**src/rtl/narrow_pkg.sv**
```systemverilog
// Shared formats, rounding codes and flag layout for the narrowing converter.
// Assumes IEEE-style binary formats with a hidden leading one.
package narrow_pkg;
    localparam int SRC_W     = 64;
    localparam int SRC_EXP_W = 11;
    localparam int SRC_MAN_W = 52;
    localparam int DST_W     = 32;
    localparam int DST_EXP_W = 8;
    localparam int DST_MAN_W = 23;

    localparam int SRC_BIAS  = (1 << (SRC_EXP_W - 1)) - 1;
    localparam int DST_BIAS  = (1 << (DST_EXP_W - 1)) - 1;
    localparam int EXP_ADJ   = SRC_BIAS - DST_BIAS;
    localparam int SIG_W     = SRC_MAN_W + 1;
    localparam int KEEP_W    = DST_MAN_W + 1;
    localparam int DROP_W    = SIG_W - KEEP_W;
    localparam int PAD_W     = KEEP_W + 1;
    localparam int SH_W      = $clog2(PAD_W + 1);
    localparam int EB_W      = SRC_EXP_W + 2;
    localparam int FLAG_W    = 5;

    typedef enum logic [2:0] {
        RM_NEAR_EVEN = 3'd0,
        RM_ZERO      = 3'd1,
        RM_DOWN      = 3'd2,
        RM_UP        = 3'd3,
        RM_NEAR_AWAY = 3'd4
    } rnd_mode_e;

    typedef struct packed {
        logic nv;
        logic dz;
        logic of;
        logic uf;
        logic nx;
    } fp_flags_t;

    // Decide whether the kept significand is incremented by one unit.
    function automatic logic round_inc(logic [2:0] rm, logic sign, logic lsb,
                                       logic g, logic st);
        logic r;
        case (rm)
            RM_ZERO:      r = 1'b0;
            RM_DOWN:      r = sign & (g | st);
            RM_UP:        r = ~sign & (g | st);
            RM_NEAR_AWAY: r = g;
            default:      r = g & (st | lsb);
        endcase
        return r;
    endfunction
endpackage

```
**src/rtl/narrow_classify.sv**
```systemverilog
// Splits a binary64 operand into sign, class bits, significand and an exponent
// already rebiased to the binary32 bias. Purely combinational.
// Assumes binary64 subnormals only need to feed sticky information downstream.
module narrow_classify
    import narrow_pkg::*;
(
    input  logic [SRC_W-1:0]       op,
    output logic                   sign,
    output logic                   is_nan,
    output logic                   is_snan,
    output logic                   is_inf,
    output logic                   is_zero,
    output logic signed [EB_W-1:0] exp_unb,
    output logic [SIG_W-1:0]       sig
);
    logic [SRC_EXP_W-1:0] e;
    logic [SRC_MAN_W-1:0] m;

    // Field extraction and class decode.
    always_comb begin
        e       = op[SRC_W-2 -: SRC_EXP_W];
        m       = op[SRC_MAN_W-1:0];
        sign    = op[SRC_W-1];
        is_nan  = (&e) && (|m);
        is_snan = is_nan && !m[SRC_MAN_W-1];
        is_inf  = (&e) && !(|m);
        is_zero = !(|e) && !(|m);
        sig     = {|e, m};
        exp_unb = $signed({2'b00, e}) - $signed(EB_W'(EXP_ADJ));
    end
endmodule

```
**src/rtl/narrow_round.sv**
```systemverilog
// Rounds a finite nonzero significand into binary32 magnitude bits. It handles
// denormalization, carry into the exponent, overflow saturation and tininess
// after rounding. Assumes the caller filters NaN, infinity and zero.
module narrow_round
    import narrow_pkg::*;
(
    input  logic                   sign,
    input  logic [2:0]             rnd,
    input  logic signed [EB_W-1:0] exp_unb,
    input  logic [SIG_W-1:0]       sig,
    output logic [DST_W-2:0]       mag,
    output logic                   of,
    output logic                   uf,
    output logic                   nx
);
    localparam int WIDE_W  = SIG_W + PAD_W;
    localparam int MAX_EXP = (1 << DST_EXP_W) - 1;
    localparam logic [DST_W-2:0] MAX_FIN =
        {{(DST_EXP_W-1){1'b1}}, 1'b0, {DST_MAN_W{1'b1}}};
    localparam logic [DST_W-2:0] INF_MAG =
        {{DST_EXP_W{1'b1}}, {DST_MAN_W{1'b0}}};

    logic                   denorm;
    logic signed [EB_W-1:0] sh_full;
    logic [SH_W-1:0]        sh;
    logic [WIDE_W-1:0]      wide;
    logic [KEEP_W-1:0]      kept;
    logic                   g, st, inc, inc_u, carry_u;
    logic [KEEP_W:0]        rnd_sig;
    logic signed [EB_W-1:0] exp_fin;
    logic                   ovf, to_inf, tiny;

    // Alignment: shift right by the amount the result lies below the normal range.
    always_comb begin
        denorm  = (exp_unb <= 0);
        sh_full = $signed(EB_W'(1)) - exp_unb;
        if (!denorm)
            sh = '0;
        else if (sh_full > PAD_W)
            sh = SH_W'(PAD_W);
        else
            sh = sh_full[SH_W-1:0];
        wide = {sig, {PAD_W{1'b0}}} >> sh;
        kept = wide[WIDE_W-1 -: KEEP_W];
        g    = wide[WIDE_W-1-KEEP_W];
        st   = |wide[WIDE_W-2-KEEP_W:0];
    end

    // Increment decision and exponent after a possible carry.
    always_comb begin
        inc     = round_inc(rnd, sign, kept[0], g, st);
        rnd_sig = {1'b0, kept} + (KEEP_W+1)'(inc);
        exp_fin = exp_unb + $signed({{(EB_W-1){1'b0}}, rnd_sig[KEEP_W]});
        ovf     = !denorm && (exp_fin >= MAX_EXP);
    end

    // Overflow direction: infinity or the largest finite value.
    always_comb begin
        case (rnd)
            RM_ZERO: to_inf = 1'b0;
            RM_DOWN: to_inf = sign;
            RM_UP:   to_inf = ~sign;
            default: to_inf = 1'b1;
        endcase
    end

    // Tininess judged on the unbounded-exponent rounding of the raw significand.
    always_comb begin
        inc_u   = round_inc(rnd, sign, sig[DROP_W], sig[DROP_W-1], |sig[DROP_W-2:0]);
        carry_u = (&sig[SIG_W-1:DROP_W]) && inc_u;
        tiny    = denorm && !((exp_unb == 0) && carry_u);
    end

    // Output packing and flags.
    always_comb begin
        if (ovf)
            mag = to_inf ? INF_MAG : MAX_FIN;
        else if (denorm)
            mag = {{(DST_EXP_W-1){1'b0}}, rnd_sig[KEEP_W-1:0]};
        else
            mag = {exp_fin[DST_EXP_W-1:0], rnd_sig[DST_MAN_W-1:0]};
        of = ovf;
        nx = g | st | ovf;
        uf = tiny && (g | st);
    end
endmodule

```
**src/rtl/narrow_outreg.sv**
```systemverilog
// One-entry output register with a valid/ready pair on each side. It accepts
// new data in the same cycle the held entry drains. Data bits carry no reset.
module narrow_outreg #(
    parameter int W = 8
) (
    input  logic         clk,
    input  logic         rst_n,
    input  logic         in_valid,
    output logic         in_ready,
    input  logic [W-1:0] d,
    output logic         out_valid,
    input  logic         out_ready,
    output logic [W-1:0] q
);
    // Space exists when empty or when the held entry leaves this cycle.
    assign in_ready = !out_valid || out_ready;

    // Occupancy flag.
    always_ff @(posedge clk) begin
        if (!rst_n)
            out_valid <= 1'b0;
        else if (in_ready)
            out_valid <= in_valid;
    end

    // Data capture on acceptance.
    always_ff @(posedge clk) begin
        if (in_valid && in_ready)
            q <= d;
    end

    AST_STALL_HOLD: assert property (@(posedge clk) disable iff (!rst_n)
        (out_valid && !out_ready) |=> (out_valid && $stable(q)));
endmodule

```
**src/rtl/narrow_f64_to_f32.sv**
```systemverilog
// Binary64 to binary32 converter. Classifies the operand, rounds finite
// values, substitutes NaN, infinity and zero results, and registers the
// boxed word and flags. Assumes in_rnd is stable while in_valid is high.
module narrow_f64_to_f32
    import narrow_pkg::*;
(
    input  logic              clk,
    input  logic              rst_n,
    input  logic              in_valid,
    output logic              in_ready,
    input  logic [SRC_W-1:0]  in_operand,
    input  logic [2:0]        in_rnd,
    output logic              out_valid,
    input  logic              out_ready,
    output logic [SRC_W-1:0]  out_result,
    output logic [FLAG_W-1:0] out_flags
);
    localparam logic [DST_W-1:0] QNAN =
        {1'b0, {DST_EXP_W{1'b1}}, 1'b1, {(DST_MAN_W-1){1'b0}}};
    localparam logic [DST_W-2:0] INF_MAG =
        {{DST_EXP_W{1'b1}}, {DST_MAN_W{1'b0}}};

    logic                   sign, is_nan, is_snan, is_inf, is_zero;
    logic signed [EB_W-1:0] exp_unb;
    logic [SIG_W-1:0]       sig;
    logic [DST_W-2:0]       mag;
    logic                   r_of, r_uf, r_nx;
    logic [DST_W-1:0]       res32;
    fp_flags_t              flg;
    logic [SRC_W+FLAG_W-1:0] d_word, q_word;

    narrow_classify u_cls (
        .op      (in_operand),
        .sign    (sign),
        .is_nan  (is_nan),
        .is_snan (is_snan),
        .is_inf  (is_inf),
        .is_zero (is_zero),
        .exp_unb (exp_unb),
        .sig     (sig)
    );

    narrow_round u_rnd (
        .sign    (sign),
        .rnd     (in_rnd),
        .exp_unb (exp_unb),
        .sig     (sig),
        .mag     (mag),
        .of      (r_of),
        .uf      (r_uf),
        .nx      (r_nx)
    );

    // Special-value substitution and flag assembly.
    always_comb begin
        flg = '0;
        if (is_nan) begin
            res32  = QNAN;
            flg.nv = is_snan;
        end else if (is_inf) begin
            res32 = {sign, INF_MAG};
        end else if (is_zero) begin
            res32 = {sign, {(DST_W-1){1'b0}}};
        end else begin
            res32  = {sign, mag};
            flg.of = r_of;
            flg.uf = r_uf;
            flg.nx = r_nx;
        end
        d_word = {flg, {(SRC_W-DST_W){1'b1}}, res32};
    end

    narrow_outreg #(.W(SRC_W + FLAG_W)) u_out (
        .clk       (clk),
        .rst_n     (rst_n),
        .in_valid  (in_valid),
        .in_ready  (in_ready),
        .d         (d_word),
        .out_valid (out_valid),
        .out_ready (out_ready),
        .q         (q_word)
    );

    assign out_result = q_word[SRC_W-1:0];
    assign out_flags  = q_word[SRC_W+FLAG_W-1:SRC_W];

    AST_BOXED: assert property (@(posedge clk) disable iff (!rst_n)
        out_valid |-> (&out_result[SRC_W-1:DST_W]));
    AST_INF_KEEP: assert property (@(posedge clk) disable iff (!rst_n)
        (in_valid && in_ready && (&in_operand[SRC_W-2 -: SRC_EXP_W])
         && !(|in_operand[SRC_MAN_W-1:0]))
        |=> (out_result[DST_W-2:0] == INF_MAG
             && out_result[DST_W-1] == $past(in_operand[SRC_W-1])));
    AST_NAN_CANON: assert property (@(posedge clk) disable iff (!rst_n)
        (in_valid && in_ready && (&in_operand[SRC_W-2 -: SRC_EXP_W])
         && (|in_operand[SRC_MAN_W-1:0]))
        |=> (out_result[DST_W-1:0] == QNAN));
    AST_OF_INEXACT: assert property (@(posedge clk) disable iff (!rst_n)
        (out_valid && out_flags[2]) |-> out_flags[0]);
    AST_UF_INEXACT: assert property (@(posedge clk) disable iff (!rst_n)
        (out_valid && out_flags[1]) |-> out_flags[0]);
    AST_ZERO_QUIET: assert property (@(posedge clk) disable iff (!rst_n)
        (in_valid && in_ready && !(|in_operand[SRC_W-2:0]))
        |=> (out_flags == '0 && out_result[DST_W-2:0] == '0));
    AST_NO_DZ: assert property (@(posedge clk) disable iff (!rst_n)
        out_valid |-> !out_flags[3]);
endmodule

```
**config.mk**
```make
export PLATFORM = sky130hd
export DESIGN_NAME = narrow_f64_to_f32
export DESIGN_NICKNAME = d
export VERILOG_FILES = /design/src/rtl/narrow_pkg.sv /design/src/rtl/narrow_classify.sv /design/src/rtl/narrow_round.sv /design/src/rtl/narrow_outreg.sv /design/src/rtl/narrow_f64_to_f32.sv
export SDC_FILE = /design/constraint.sdc
export NUM_CORES = 1
export LEC_CHECK = 0
export ABC_CLOCK_PERIOD_IN_PS = 9150
export BUFFER_PORTS_ARGS = -buffer_cell sky130_fd_sc_hd__buf_2
export CORE_UTILIZATION = 55
export CTS_CLUSTER_DIAMETER = 40
export CTS_CLUSTER_SIZE = 8
export DETAILED_ROUTE_END_ITERATION = 10
export GPL_ROUTABILITY_DRIVEN = 1
export GPL_TIMING_DRIVEN = 0
export MAX_ROUTING_LAYER = met4
export PLACE_DENSITY = 0.8
export SYNTH_ARGS = -nofsm -noshare
export SYNTH_HDL_FRONTEND = slang
export SYNTH_SLANG_ARGS = --single-unit
```
**constraint.sdc**
```tcl
create_clock -name clk -period 9.15 [get_ports clk]
set_clock_uncertainty 0.15 [all_clocks]
set_input_delay 0.4575 -clock clk [delete_from_list [all_inputs] [get_ports clk]]
set_output_delay 0.4575 -clock clk [all_outputs]
set_load 0.01 [all_outputs]
```
# Yosys cells after proc, flatten, opt, wreduce, memory -nomap -nowiden
# Index checks and enable logic that the tools add are counted.
[word_totals]
reg_bits = 37
inputBits = 71
out_inout_bits = 71
[op_classes]
add_sub_neg = 4
magnitude_cmp = 3
eq_ne = 4
shift = 1
n_mux = 10
bitwise = 12
n_reduce_logical = 26
[ops]
columns = ["cell", "count"]
rows = [
  ["two-way mux 31 bit", 3],
  [">> shifter 78 x 5 -> 78 bit", 1],
  ["OR reduction 53 bit", 1],
  ["OR reduction 52 bit", 1],
  ["zero test 32 bit", 1],
  ["OR reduction 28 bit", 1],
  ["adder 24 x 1 -> 25 bit", 1],
  ["two-way mux 24 bit", 1],
  ["AND reduction 24 bit", 1],
  ["two-way mux 23 bit", 1],
  ["adder 12 x 2 -> 13 bit", 1],
  ["greater-or-equal comparator 13 x 9 -> 1 bit, second input constant", 1],
  ["greater-than comparator 13 x 6 -> 1 bit, second input constant", 1],
  ["subtractor 2 x 12 -> 13 bit, first input constant", 1],
  ["<= comparator 12 x 1 -> 1 bit, second input constant", 1],
  ["subtractor 11 x 10 -> 12 bit, second input constant", 1],
  ["AND reduction 11 bit", 1],
  ["OR reduction 11 bit", 1],
  ["logical AND 1 bit", 10],
  ["two-way mux 5 bit", 2],
  ["case mux 1 bit (4 select lines)", 2],
  ["bitwise AND 1 bit", 6],
  ["equality test 3 x 2 -> 1 bit, second input constant", 2],
  ["zero test 1 bit", 6],
  ["other kinds (8)", 12],
]

# Longest topological paths before layout
[depth]
ltp_word = 17
ltp_mapped = 42

# By module
# Synthesis repeated with hierarchy kept, for this count alone.
[unflattened]
cells_unflattened = 919
area_unflattened_um2 = 7474.7
[modules_own_cells]
columns = ["mod", "n_inst", "cells_each", "area_each_um2", "seq_area_each_um2"]
rows = [
  ["narrow_round", 1, 696, 4295.4, 0.0],
  ["narrow_outreg", 1, 74, 2129.5, 2092.0],
  ["narrow_classify", 1, 97, 708.2, 0.0],
  ["narrow_f64_to_f32", 1, 52, 341.6, 0.0],
]

# Worst setup path before layout
# Ideal clock, no wire load.
[synth_path]
path_kind = "input -> register"
startpoint = "input port in_operand[53]"
endpoint = "register u_out.q[22] (data pin)"
arrival_ns = 7.538
required_ns = 8.724
setup_slack_ns = 1.186
stages = 40
cell_sequence = "buf_2 -> inv_1 -> ha_1 -> clkbuf_2 -> nor2b_1 -> a311o_1 -> o21ai_2 -> nand4_4 -> o21ai_2 -> buf_6 -> buf_2 -> buf_2 -> nand2_1 -> a32oi_1 -> and3_1 -> nand2_1 -> o21ai_0 -> mux2i_1 -> [4 not listed] -> inv_1 -> nor4_4 -> nand2_2 -> nor2_1 -> ha_1 -> nand3_1 -> nor2_1 -> nand2_1 -> mux2_2 -> nor2_1 -> a31oi_1 -> nor3_1 -> nand2b_1 -> clkbuf_1 -> nor2_1 -> nand2_1 -> clkbuf_1 -> o211ai_1"
[synth_via]
elab_chain_len = 17
[synth_lines]
columns = ["element", "line", "source"]
rows = [
  ["from (decl)", "narrow_f64_to_f32.sv:11", "input logic [SRC_W-1:0] in_operand,"],
  ["subtractor 11 x 10 -> 12 bit", "narrow_classify.sv:29", "exp_unb = $signed({2'b00, e}) - $signed(EB_W'(EXP_ADJ));"],
  ["subtractor 2 x 12 -> 13 bit", "narrow_round.sv:36", "sh_full = $signed(EB_W'(1)) - exp_unb;"],
  ["greater-than comparator 13 x 6 -> 1 bit", "narrow_round.sv:39", "else if (sh_full > PAD_W)"],
  ["two-way mux 5 bit", "narrow_round.sv:39", ""],
  ["two-way mux 5 bit", "narrow_round.sv:37", "if (!denorm)"],
  [">> shifter 78 x 5 -> 78 bit", "narrow_round.sv:43", "wide = {sig, {PAD_W{1'b0}}} >> sh;"],
  ["OR reduction 53 bit", "narrow_round.sv:46", "st = |wide[WIDE_W-2-KEEP_W:0];"],
  ["bitwise OR 1 bit, on equally long branches", "narrow_pkg.sv:47, narrow_pkg.sv:44, narrow_pkg.sv:45", ""],
  ["bitwise AND 1 bit, on equally long branches", "narrow_pkg.sv:47, narrow_pkg.sv:44, narrow_pkg.sv:45", ""],
  ["case mux 1 bit (4 select lines)", "narrow_pkg.sv:42", "case (rm)"],
  ["adder 24 x 1 -> 25 bit", "narrow_round.sv:52", "rnd_sig = {1'b0, kept} + (KEEP_W+1)'(inc);"],
  ["adder 12 x 2 -> 13 bit", "narrow_round.sv:53", "exp_fin = exp_unb + $signed({{(EB_W-1){1'b0}}, rnd_sig[KEEP_W]});"],
  ["greater-or-equal comparator 13 x 9 -> 1 bit", "narrow_round.sv:54", "ovf = !denorm && (exp_fin >= MAX_EXP);"],
  ["logical AND 1 bit", "narrow_round.sv:54", ""],
  ["two-way mux 31 bit", "narrow_round.sv:76", "if (ovf)"],
  ["two-way mux 31 bit", "narrow_f64_to_f32.sv:62", "end else if (is_zero) begin"],
  ["two-way mux 23 bit", "narrow_f64_to_f32.sv:60", "end else if (is_inf) begin"],
  ["to (signal assigned)", "narrow_outreg.sv:29", "q <= d;"],
  ["to (decl)", "narrow_outreg.sv:13", "output logic [W-1:0] q"],
]
# Parallel ways exist; a longest one is shown, timed or not.
# A chain may end at the register's enable or synchronous reset.

# Final worst setup path
[layout_path]
startpoint = "input port in_operand[53]"
endpoint = "register u_out.q[17] (data pin)"
[layout_via]
elab_chain_len = 15
[layout_lines]
columns = ["element", "line"]
rows = [
  ["subtractor 11 x 10 -> 12 bit", "narrow_classify.sv:29"],
  ["subtractor 2 x 12 -> 13 bit", "narrow_round.sv:36"],
  ["greater-than comparator 13 x 6 -> 1 bit", "narrow_round.sv:39"],
  ["two-way mux 5 bit", "narrow_round.sv:39"],
  ["two-way mux 5 bit", "narrow_round.sv:37"],
  [">> shifter 78 x 5 -> 78 bit", "narrow_round.sv:43"],
  ["OR reduction 53 bit", "narrow_round.sv:46"],
  ["bitwise OR 1 bit, on equally long branches", "narrow_pkg.sv:47, narrow_pkg.sv:44, narrow_pkg.sv:45"],
  ["bitwise AND 1 bit, on equally long branches", "narrow_pkg.sv:47, narrow_pkg.sv:44, narrow_pkg.sv:45"],
  ["case mux 1 bit (4 select lines)", "narrow_pkg.sv:42"],
  ["adder 24 x 1 -> 25 bit", "narrow_round.sv:52"],
  ["adder 12 x 2 -> 13 bit", "narrow_round.sv:53"],
  ["greater-or-equal comparator 13 x 9 -> 1 bit", "narrow_round.sv:54"],
  ["logical AND 1 bit", "narrow_round.sv:54"],
  ["two-way mux 31 bit", "narrow_round.sv:76"],
]
# Parallel ways exist; a longest one is shown, timed or not.

==> results.json <==
{
  "worstPathRequired_ps": 9020,
  "synthDistinctLibCells": 106,
  "gp_congestion": 1.10,
  "synth_enable_flop_cells": 36,
  "fmaxAchievable_mhz": 113,
  "power_per_cell_area_mw_per_mm2": 100,
  "slew_headroom_pct": 31.9,
  "syn-instance-count": 901,
  "worst_slew_pin_slew_ps": 996,
  "path_buf_inv": 9,
  "ir_drop_uv": 94.5,
  "yosysSeqAreaShare_pct": 16.2,
  "drv_cap": 0,
  "grt_pass1_vias": 7852,
  "cp_slowest_stage_delay_ps": 440,
  "slowest_stage": "ha_1",
  "layout_commonest_cell": "buf_2",
  "vias_per_cell": 7.13,
  "dp_hpwl_mm": 22.1,
  "synth.area.top_cells": "edfxtp_1 (16%), buf_4 (5.0%), nand2_1 (4.6%)",
  "setup_viol": 0,
  "dp_slack_ps": -1400,
  "cts_buffer_depth": 2,
  "grt_pass1_wl_mm": 44.2,
  "grt.total_usage_pct": 46.5,
  "path_delay_family": "simple AND/OR/NAND/NOR gates",
  "leakage_nw": 3.00,
  "async_flop_share_pct": 0,
  "cp.arrival_ps": 8690,
  "cts_tree": "done",
  "synthFlopType": "edfxtp_1",
  "fin_crit_ps": 8820,
  "rows": 40,
  "dr.first_iter.drc_count": 1230,
  "vias": 8621,
  "areaGrowthSynthToFinish_pct": 16.7,
  "r2r_setup_slack_ps": 7510,
  "cp_max_fo": 10,
  "cts_root_buffer": "clkbuf_16",
  "core_mm2": 0.0121,
  "end_kind": "register",
  "grt_max_degree": 37,
  "floorplan.initialDensity_pct": 56.5,
  "power.total_mw": 0.799,
  "period_share_pct": 96.4,
  "syn_area_mm2": 0.00682,
  "nNetsFinal": 1120,
  "io_buffers": 90,
  "drt_pass1_iterations": 6,
  "clkLatencyLatePin_ps": 280,
  "hold_viol": 0,
  "ys_ff_latch": 37,
  "hp-class": "in2reg",
  "h-tree-depth": 2,
  "status": "finished, final reports clean",
  "critPathKind": "in2reg",
  "cts_buffers": 5,
  "synth_top_cell_area_share_pct": 15.9,
  "grt_remaining_overflow": 0,
  "cp-start-kind": "input port",
  "antenna_found_initial": 0,
  "cts_sinks": 37,
  "slew_violations": 0,
  "die_x_um": 113,
  "yosysWarnings": 0,
  "drive_above_1_share_pct": 24.2,
  "io_pins": 142,
  "diodes": 0,
  "tns_ps": 0,
  "wl_per_cell_um": 24.3,
  "synth_top_area_cell": "edfxtp_1",
  "avgSynthCellArea_um2": 7.56,
  "fin_ws_ps": 328,
  "detail-route-antenna-nets": 0,
  "final_util_pct": 66.0,
  "die_h_um": 113,
  "dieArea_mm2": 0.0128,
  "drt_wl_total_mm": 29.4,
  "cts.clk_slew.worst_paths_ps": 60,
  "route.detailed.drc": 0,
  "final_cell_mix": "buf_2 (107), nand2_1 (84), nor2_1 (69)"
}
[where the power goes]
group | leakage (nW) | switching (mW) | internal, mW | total [mW]
sequential | 0.360 | 0.00307 | 0.204 | 0.208
clock | 0.0944 | 0.0700 | 0.157 | 0.227
combinational | 2.54 | 0.241 | 0.124 | 0.365
[repair_timing]
item                       CTS  global route
setup buffers                2             8
setup endpoints to repair   27            26
pin swaps                    2             4
resized for setup            7            16
hold buffers                 0             0
[metal layers]
metal,track usage [%],up-vias,share of wire (%)
li1,-,3696,-
met1,55.8,3941,37
met2,68.8,779,42
met3,11.1,205,13
met4,31.6,0,8.9
met5,-,-,0
[final cells by class]
class / instances / area (um2)
clock buffers: 5 / 125
well taps: 168 / 210
fillers: 1109 / 4110
flip-flops and latches: 37 / 1100
inverters: 22 / 86.3
multi-input cells: 762 / 5140
plain buffers: 111 / 689
clock inverters: 3 / 68.8
repair buffers: 101 / 531
[logic make-up after synthesis]
family / Yosys count / share of synthesized area [%]
and+or+nand+nor: 360 / 28.9
AOI/OAI and AO/OA: 287 / 31.2
buffers and inverters: 133 / 11.2
adders and majority gates: 9 / 1.65
muxes: 36 / 5.40
DFF: 37 / 16.2
xor gates and xnor gates: 37 / 5.36
other: 2 / 0.110
[sequential cells by signal, summed over array words and instances (netlist names)]
register and flops:
u_out.out_valid 1, u_out.q 36
[synthesized netlist by cell type (6+ instances only)]
cell and number:
inv_1 21, nor4_1 21, nand3_1 37, buf_6 9, a211oi_1 29, xor2_1 15
a221oi_1 6, o211ai_1 8, o31ai_1 8, nor3_1 39, nand4_1 34, o22ai_1 13
a21oi_1 54, a31oi_1 13, a21o_1 8, ha_1 9, mux2i_1 30, o221ai_1 6
a211o_1 6, nor2_1 70, a22oi_1 12, o21ai_0 40, or3_1 12, mux2_2 6
buf_2 19, a2111oi_0 7, nand2_1 84, edfxtp_1 36, clkbuf_1 32, xnor2_1 18
and2_1 8, buf_4 45
[final timing paths]
kind                                start                      endpoint  cells past startpoint
max                        in_operand[53]     u_out.q[17]$_SDFFCE_PP0P_                     40
min                                 rst_n  u_out.out_valid$_SDFFE_PN0N_                      2
min reg2reg  u_out.out_valid$_SDFFE_PN0N_  u_out.out_valid$_SDFFE_PN0N_                      2
max reg2reg  u_out.out_valid$_SDFFE_PN0N_     u_out.q[16]$_SDFFCE_PP0P_                      2
[through the flow]
| step | std cells | hold WS (ps) | area [um2] |
|---|---|---|---|
| 3_5_place_dp | 1190 | 373 | 7590 |
| 5_1_grt | 1209 | 283 | 7960 |
| 3_3_place_gp | 1190 | 356 | 7590 |
| 6_report | 1209 | 281 | 7960 |
| 4_1_cts | 1200 | 283 | 7820 |
| 2_1_floorplan | 932 | 446 | 6930 |
No activity file was read; power rests on OpenSTA's default activity.
